## config.mk

```make
export PLATFORM = sky130hd
export DESIGN_NAME = gpio_irq_unit
export DESIGN_NICKNAME = d
export VERILOG_FILES = /design/src/rtl/gpio_irq_pkg.sv /design/src/rtl/gpio_irq_cfg.sv /design/src/rtl/gpio_irq_debounce.sv /design/src/rtl/gpio_irq_detect.sv /design/src/rtl/gpio_irq_unit.sv
export SDC_FILE = /design/constraint.sdc
export NUM_CORES = 1
export LEC_CHECK = 0
export ABC_AREA = 1
export BUFFER_PORTS_ARGS = -buffer_cell sky130_fd_sc_hd__buf_2
export CORE_ASPECT_RATIO = 0.5
export CORE_MARGIN = 4
export CORE_UTILIZATION = 53
export CTS_CLUSTER_SIZE = 24
export DETAILED_ROUTE_END_ITERATION = 10
export PLACE_DENSITY = 0.72
export SYNTH_ARGS = -nofsm -noshare
export SYNTH_HDL_FRONTEND = slang
export SYNTH_SLANG_ARGS = --single-unit
```

## constraint.sdc

```tcl
create_clock -name clk -period 1.2 [get_ports clk]
set_input_delay 0.36 -clock clk [delete_from_list [all_inputs] [get_ports clk]]
set_output_delay 0.36 -clock clk [all_outputs]
set_load 0.02 [all_outputs]
```

## src/rtl/gpio_irq_pkg.sv

```systemverilog
package gpio_irq_pkg;

    typedef enum logic [2:0] {
        SEL_ENABLE   = 3'd0,
        SEL_MASK     = 3'd1,
        SEL_TYPE     = 3'd2,
        SEL_POL      = 3'd3,
        SEL_DEBOUNCE = 3'd4,
        SEL_ACK      = 3'd5
    } cfg_sel_e;

    typedef struct packed {
        logic en;
        logic msk;
        logic is_edge;
        logic pol;
        logic deb;
    } pin_cfg_t;

    function automatic logic edge_hit(input logic cur, input logic prev, input logic pol);
        return pol ? (cur & ~prev) : (~cur & prev);
    endfunction

    function automatic logic level_hit(input logic cur, input logic pol);
        return cur == pol;
    endfunction

endpackage

```

## src/rtl/gpio_irq_cfg.sv

```systemverilog
module gpio_irq_cfg
    import gpio_irq_pkg::*;
#(
    parameter int NPINS = 32
) (
    input  logic                        clk,
    input  logic                        rst,
    input  logic                        wr_en,
    input  cfg_sel_e                    wr_sel,
    input  logic [NPINS-1:0]            wr_data,
    output pin_cfg_t [NPINS-1:0]        cfg,
    output logic [NPINS-1:0]            ack
);

    always_ff @(posedge clk) begin
        if (rst) begin
            cfg <= '0;
        end else if (wr_en) begin
            for (int i = 0; i < NPINS; i++) begin
                case (wr_sel)
                    SEL_ENABLE:   cfg[i].en      <= wr_data[i];
                    SEL_MASK:     cfg[i].msk     <= wr_data[i];
                    SEL_TYPE:     cfg[i].is_edge <= wr_data[i];
                    SEL_POL:      cfg[i].pol     <= wr_data[i];
                    SEL_DEBOUNCE: cfg[i].deb     <= wr_data[i];
                    default:      ;
                endcase
            end
        end
    end

    assign ack = (wr_en && wr_sel == SEL_ACK) ? wr_data : '0;

    assert_ack_only_on_write_R6: assert property (@(posedge clk) disable iff (rst)
        !wr_en |-> ack == '0);

endmodule

```

## src/rtl/gpio_irq_debounce.sv

```systemverilog
module gpio_irq_debounce #(
    parameter int NPINS    = 32,
    parameter int DB_TICKS = 2
) (
    input  logic             clk,
    input  logic             rst,
    input  logic             tick,
    input  logic [NPINS-1:0] pin,
    input  logic [NPINS-1:0] deb_en,
    output logic [NPINS-1:0] det
);

    localparam int CW = $clog2(DB_TICKS + 1);
    localparam logic [CW-1:0] LAST = CW'(DB_TICKS - 1);

    for (genvar g = 0; g < NPINS; g++) begin : g_pin
        logic          filt;
        logic [CW-1:0] cnt;

        always_ff @(posedge clk) begin
            if (rst) begin
                filt <= 1'b0;
                cnt  <= '0;
            end else if (!deb_en[g]) begin
                filt <= pin[g];
                cnt  <= '0;
            end else if (tick) begin
                if (pin[g] != filt) begin
                    if (cnt == LAST) begin
                        filt <= pin[g];
                        cnt  <= '0;
                    end else begin
                        cnt <= cnt + 1'b1;
                    end
                end else begin
                    cnt <= '0;
                end
            end
        end

        assign det[g] = deb_en[g] ? filt : pin[g];

        assert_hold_between_ticks_R10: assert property (@(posedge clk) disable iff (rst)
            (deb_en[g] && !tick) |=> $stable(filt));

        assert_no_change_on_match_R11: assert property (@(posedge clk) disable iff (rst)
            (deb_en[g] && pin[g] == filt) |=> $stable(filt));
    end

endmodule

```

## src/rtl/gpio_irq_detect.sv

```systemverilog
module gpio_irq_detect
    import gpio_irq_pkg::*;
#(
    parameter int NPINS = 32
) (
    input  logic                 clk,
    input  logic                 rst,
    input  logic [NPINS-1:0]     det,
    input  pin_cfg_t [NPINS-1:0] cfg,
    input  logic [NPINS-1:0]     ack,
    output logic [NPINS-1:0]     raw
);

    logic [NPINS-1:0] prev;
    logic [NPINS-1:0] edge_now;

    always_comb begin
        for (int i = 0; i < NPINS; i++) begin
            edge_now[i] = edge_hit(det[i], prev[i], cfg[i].pol);
        end
    end

    always_ff @(posedge clk) begin
        if (rst) begin
            raw  <= '0;
            prev <= '0;
        end else begin
            prev <= det;
            for (int i = 0; i < NPINS; i++) begin
                if (!cfg[i].en)
                    raw[i] <= 1'b0;
                else if (!cfg[i].is_edge)
                    raw[i] <= level_hit(det[i], cfg[i].pol);
                else
                    raw[i] <= edge_now[i] | (raw[i] & ~ack[i]);
            end
        end
    end

    for (genvar g = 0; g < NPINS; g++) begin : g_chk
        assert_off_clears_R5: assert property (@(posedge clk) disable iff (rst)
            !cfg[g].en |=> !raw[g]);

        assert_edge_latched_R3: assert property (@(posedge clk) disable iff (rst)
            (cfg[g].en && cfg[g].is_edge && raw[g] && !ack[g]) |=> raw[g]);

        assert_ack_clears_R6: assert property (@(posedge clk) disable iff (rst)
            (cfg[g].en && cfg[g].is_edge && ack[g] && !edge_now[g]) |=> !raw[g]);

        assert_event_beats_ack_R7: assert property (@(posedge clk) disable iff (rst)
            (cfg[g].en && cfg[g].is_edge && edge_now[g]) |=> raw[g]);

        assert_level_follows_R4: assert property (@(posedge clk) disable iff (rst)
            (cfg[g].en && !cfg[g].is_edge && det[g] == cfg[g].pol) |=> raw[g]);
    end

endmodule

```

## src/rtl/gpio_irq_unit.sv

```systemverilog
module gpio_irq_unit
    import gpio_irq_pkg::*;
#(
    parameter int NPINS    = 32,
    parameter int DB_TICKS = 2
) (
    input  logic             clk,
    input  logic             rst,
    input  logic [NPINS-1:0] pin_in,
    input  logic             db_tick,
    input  logic             wr_en,
    input  logic [2:0]       wr_sel,
    input  logic [NPINS-1:0] wr_data,
    output logic [NPINS-1:0] raw_status,
    output logic [NPINS-1:0] masked_status,
    output logic             irq_out
);

    pin_cfg_t [NPINS-1:0] cfg;
    logic [NPINS-1:0]     ack;
    logic [NPINS-1:0]     det;
    logic [NPINS-1:0]     mask_v;
    logic [NPINS-1:0]     deb_v;

    gpio_irq_cfg #(.NPINS(NPINS)) u_cfg (
        .clk     (clk),
        .rst     (rst),
        .wr_en   (wr_en),
        .wr_sel  (cfg_sel_e'(wr_sel)),
        .wr_data (wr_data),
        .cfg     (cfg),
        .ack     (ack)
    );

    always_comb begin
        for (int i = 0; i < NPINS; i++) begin
            mask_v[i] = cfg[i].msk;
            deb_v[i]  = cfg[i].deb;
        end
    end

    gpio_irq_debounce #(.NPINS(NPINS), .DB_TICKS(DB_TICKS)) u_deb (
        .clk    (clk),
        .rst    (rst),
        .tick   (db_tick),
        .pin    (pin_in),
        .deb_en (deb_v),
        .det    (det)
    );

    gpio_irq_detect #(.NPINS(NPINS)) u_det (
        .clk (clk),
        .rst (rst),
        .det (det),
        .cfg (cfg),
        .ack (ack),
        .raw (raw_status)
    );

    assign masked_status = raw_status & ~mask_v;

    always_ff @(posedge clk) begin
        if (rst) irq_out <= 1'b0;
        else     irq_out <= |masked_status;
    end

    assert_irq_rises_R9: assert property (@(posedge clk) disable iff (rst)
        (|masked_status) |=> irq_out);

    assert_irq_falls_R9: assert property (@(posedge clk) disable iff (rst)
        !(|masked_status) |=> !irq_out);

    assert_mask_blocks_R8: assert property (@(posedge clk) disable iff (rst)
        (raw_status & mask_v) != '0 |-> (masked_status & mask_v) == '0);

endmodule

```

==> results.yml <==
timing:
  skew_ns: 0.008282
  clock.fmax_mhz: 623.7
  grt_setup_unrepaired: "true"
  worst_pin_slew_ns: 0.2847
  setup_viol: 67
  setup_tns_ns: -19.52
  slew_viol_final: 0
  setup_slack_ns: -0.4034
  period_minus_slack_ns: 1.603
  min_period_over_period_pct: 133.6
  hold_viol: 0
  timing.slew.headroom_pct: 80.82
route:
  first_iter_violations: 885
  vias: 12240
  drc: 0
  dr.pass1.iters: 5
  drt-total-wl_microns: 35010
  vias_per_cell: 5.139
  wl_per_cell_microns: 14.71
  ant_nets: 0
logic_synthesis:
  synth_top_area_share_pct: 49.05
  synth_area_leader_cell: "dfxtp_1"
  ys_types: 19
  ys_seq_area_share_pct: 49.05
  synth_cells: 1765
  avgSynthCellArea_sq_um: 7.423
  ys_ff_latch: 321
  synth_edf_count: 0
  synth_commonest_cells: "dfxtp_1, nor2_1, o21ai_0"
  yosysWarnings: 0
  ys.flop_type: "dfxtp_1"
  netlist_area_sq_um: 13100
  synthArstFlopShare_pct: 0
  synth.most_common_cell: "dfxtp_1"
  synth_area_leaders: "dfxtp_1, o21ai_0, nor2_1"
  synth_nets: 1836
clocking:
  hold_buffers: 0
  h-tree-depth: 1
  clk_pin_slew_ns: 0.07
  clock_latency_ns: 0.55
  cts_tree: "yes"
  clockRootBuffer: "clkbuf_16"
  cts_buffers: 28
  clock-sinks: 321
  cts_buffer_depth: 3
setup_path:
  worstPathMaxFanout: 2
  max_stage_delay_ns: 0.32
  crit_type: "register to output port"
  cp_slowest_cell: "dfxtp_2"
  worst_setup_path_end_kind: "output port"
  cp_cell_sequence: "inv_2, nand2_2, buf_6, inv_2, buf_6"
  worstPathRequired_ns: 0.84
  startpoint_type: "register"
  cp_data_arrival_time_ns: 1.24
die:
  rows: 40
  io_pins: 136
  core_sq_um: 24170
  die-height_microns: 119.2
  dieWidth_microns: 230.4
  start_util_pct: 54.20
  die_area_sq_um: 27450
power:
  power_switching_share_pct: 23.39
  p_leak_nw: 6.881
  pwr-share-comb_pct: 9.1
  switching_power_mw: 5.444
  p_int_mw: 17.83
  powerDensity_nw_per_um2: 1352
  ir_drop_mv: 0.8183
  clockPowerShare_pct: 42.5
  p_seq_share_pct: 48.4
cells_and_area:
  layout-drive-gt1-share_pct: 25.21
  fillers: 1926
  final_cell_count_no_fill: 2381
  synthToLayoutAreaGrowth_pct: 31.47
  stdcell_area_sq_um: 17220
  nets: 2093
grt:
  grt_pass1_vias: 11220
  grt_overflow: 0
  grt_pass1_wl_microns: 55300
  antenna_found_initial: 3
  grtUsageTotal_pct: 24.22
  grt_max_degree: 50
placed_design:
  placed_area_sq_um: 14650
  gp_congestion: 0.8198
  dp_cells: 2230
  port_buffers: 135
  dp_hpwl_microns: 21830
flow_run:
  cap_violations: 0
min_path:
  hp-class: "input pin to register"
status:
  status: "complete, but fails checks"
  violations: "negative setup slack"
[sequential cells by signal, summed over array words and instances (netlist names)]
name              count
irq_out               1
u_cfg.cfg           160
u_deb.g_pin.cnt      64
u_deb.g_pin.filt     32
u_det.prev           32
u_det.raw            32
[worst paths after layout]
| kind | to | depth (start not counted) | from | slack [ns] |
|---|---|---|---|---|
| max | masked_status[2] | 5 | u_cfg.cfg[13] | -0.40 |
| min reg2reg | u_det.raw[13] | 2 | u_cfg.cfg[69] | 0.43 |
| min | u_deb.g_pin[15].filt | 3 | pin_in[15] | 0.08 |
| max reg2reg | irq_out | 12 | u_cfg.cfg[13] | -0.34 |
[routing by layer]
| metal | track usage (%) | part of all wire, % |
|---|---|---|
| met3 | 3.681 | 4.9 |
| met1 | 32.70 | 45 |
| met5 | 0 | 0 |
| met2 | 41.30 | 48 |
| met4 | 5.509 | 1.9 |
[power by group through the flow]
stage,sequential [mW],clock [mW],combinational (mW)
finish,11.3,9.90,2.12
global route,11.3,10.5,2.37
CTS,11.3,10.0,2.04
detailed placement,11.5,0,1.90
floorplan,11.5,0,1.18
global placement,11.5,0,1.87
[metrics by stage]
| stage | worst slack, ns | utilization (%) | power [mW] | hold WS [ns] |
|---|---|---|---|---|
| finish | -0.4034 | 71.25 | 23.28 | 0.07719 |
| global route | -0.4658 | 71.25 | 24.19 | 0.07281 |
| CTS | -0.4266 | 69.56 | 23.32 | 0.05591 |
| detailed placement | -0.2420 | 60.61 | 13.39 | 0.4254 |
| global placement | -0.2046 | 60.61 | 13.35 | 0.4224 |
| floorplan | -0.02779 | - | 12.64 | 0.4153 |
[critical path, delay by kind of cell, from the launching register on]
kind	cells	cell delay [ns]
and+or+nand+nor	1	0.06
buffers and inverters	4	0.31
DFF	1	0.32
[what timing repair did]
item                                    CTS  global route
endpoints found under the setup margin   65            71
resized for setup                       281            70
pin swaps                                15            16
setup buffers                            67            33
[placed cells by master, fill, tap and decap left out]
cell type  instances
dfxtp_4            9
o21ai_0          235
diode_2            2
o21ai_1           12
nand2_1          169
inv_1            147
dfxtp_2           52
o211ai_1          77
buf_6            102
buf_2             70
clkbuf_16         29
a21oi_2            1
nand3_1          115
a21oi_1          172
dfxtp_1          260
nor2b_1           32
o21ai_4            1
buf_4            106
bufinv_16          5
nand2_2           20
inv_2             63
clkinv_2           5
nand2_4           11
inv_6              1
buf_12            23
xnor2_1           19
nor2_1           285
nor3_4             1
nor2_2             1
nand3_2            2
clkbuf_8           7
nor2_4             6
clkbuf_1           5
[cell families after synthesis]
family,share of synthesized area [%]
and+or+nand+nor,20.47
AOI/OAI and AO/OA,20.49
buffers and inverters,8.719
DFF,49.05
xor gates and xnor gates,1.270
[cell type report]
| cell class | count | area [sq um] | share of cell area, % |
|---|---|---|---|
| Clock buffer | 41 | 840.8 | 4.882 |
| Tap cell | 336 | 420.4 | 2.441 |
| Timing Repair Buffer | 301 | 2755 | 16.00 |
| Sequential cell | 321 | 6525 | 37.88 |
| Antenna cell | 2 | 5.005 | 0.02906 |
| Multi-Input combinational cell | 1159 | 5705 | 33.13 |
| Inverter | 211 | 797.0 | 4.627 |
| Clock inverter | 10 | 175.2 | 1.017 |
(Power assumes the default switching activity.)
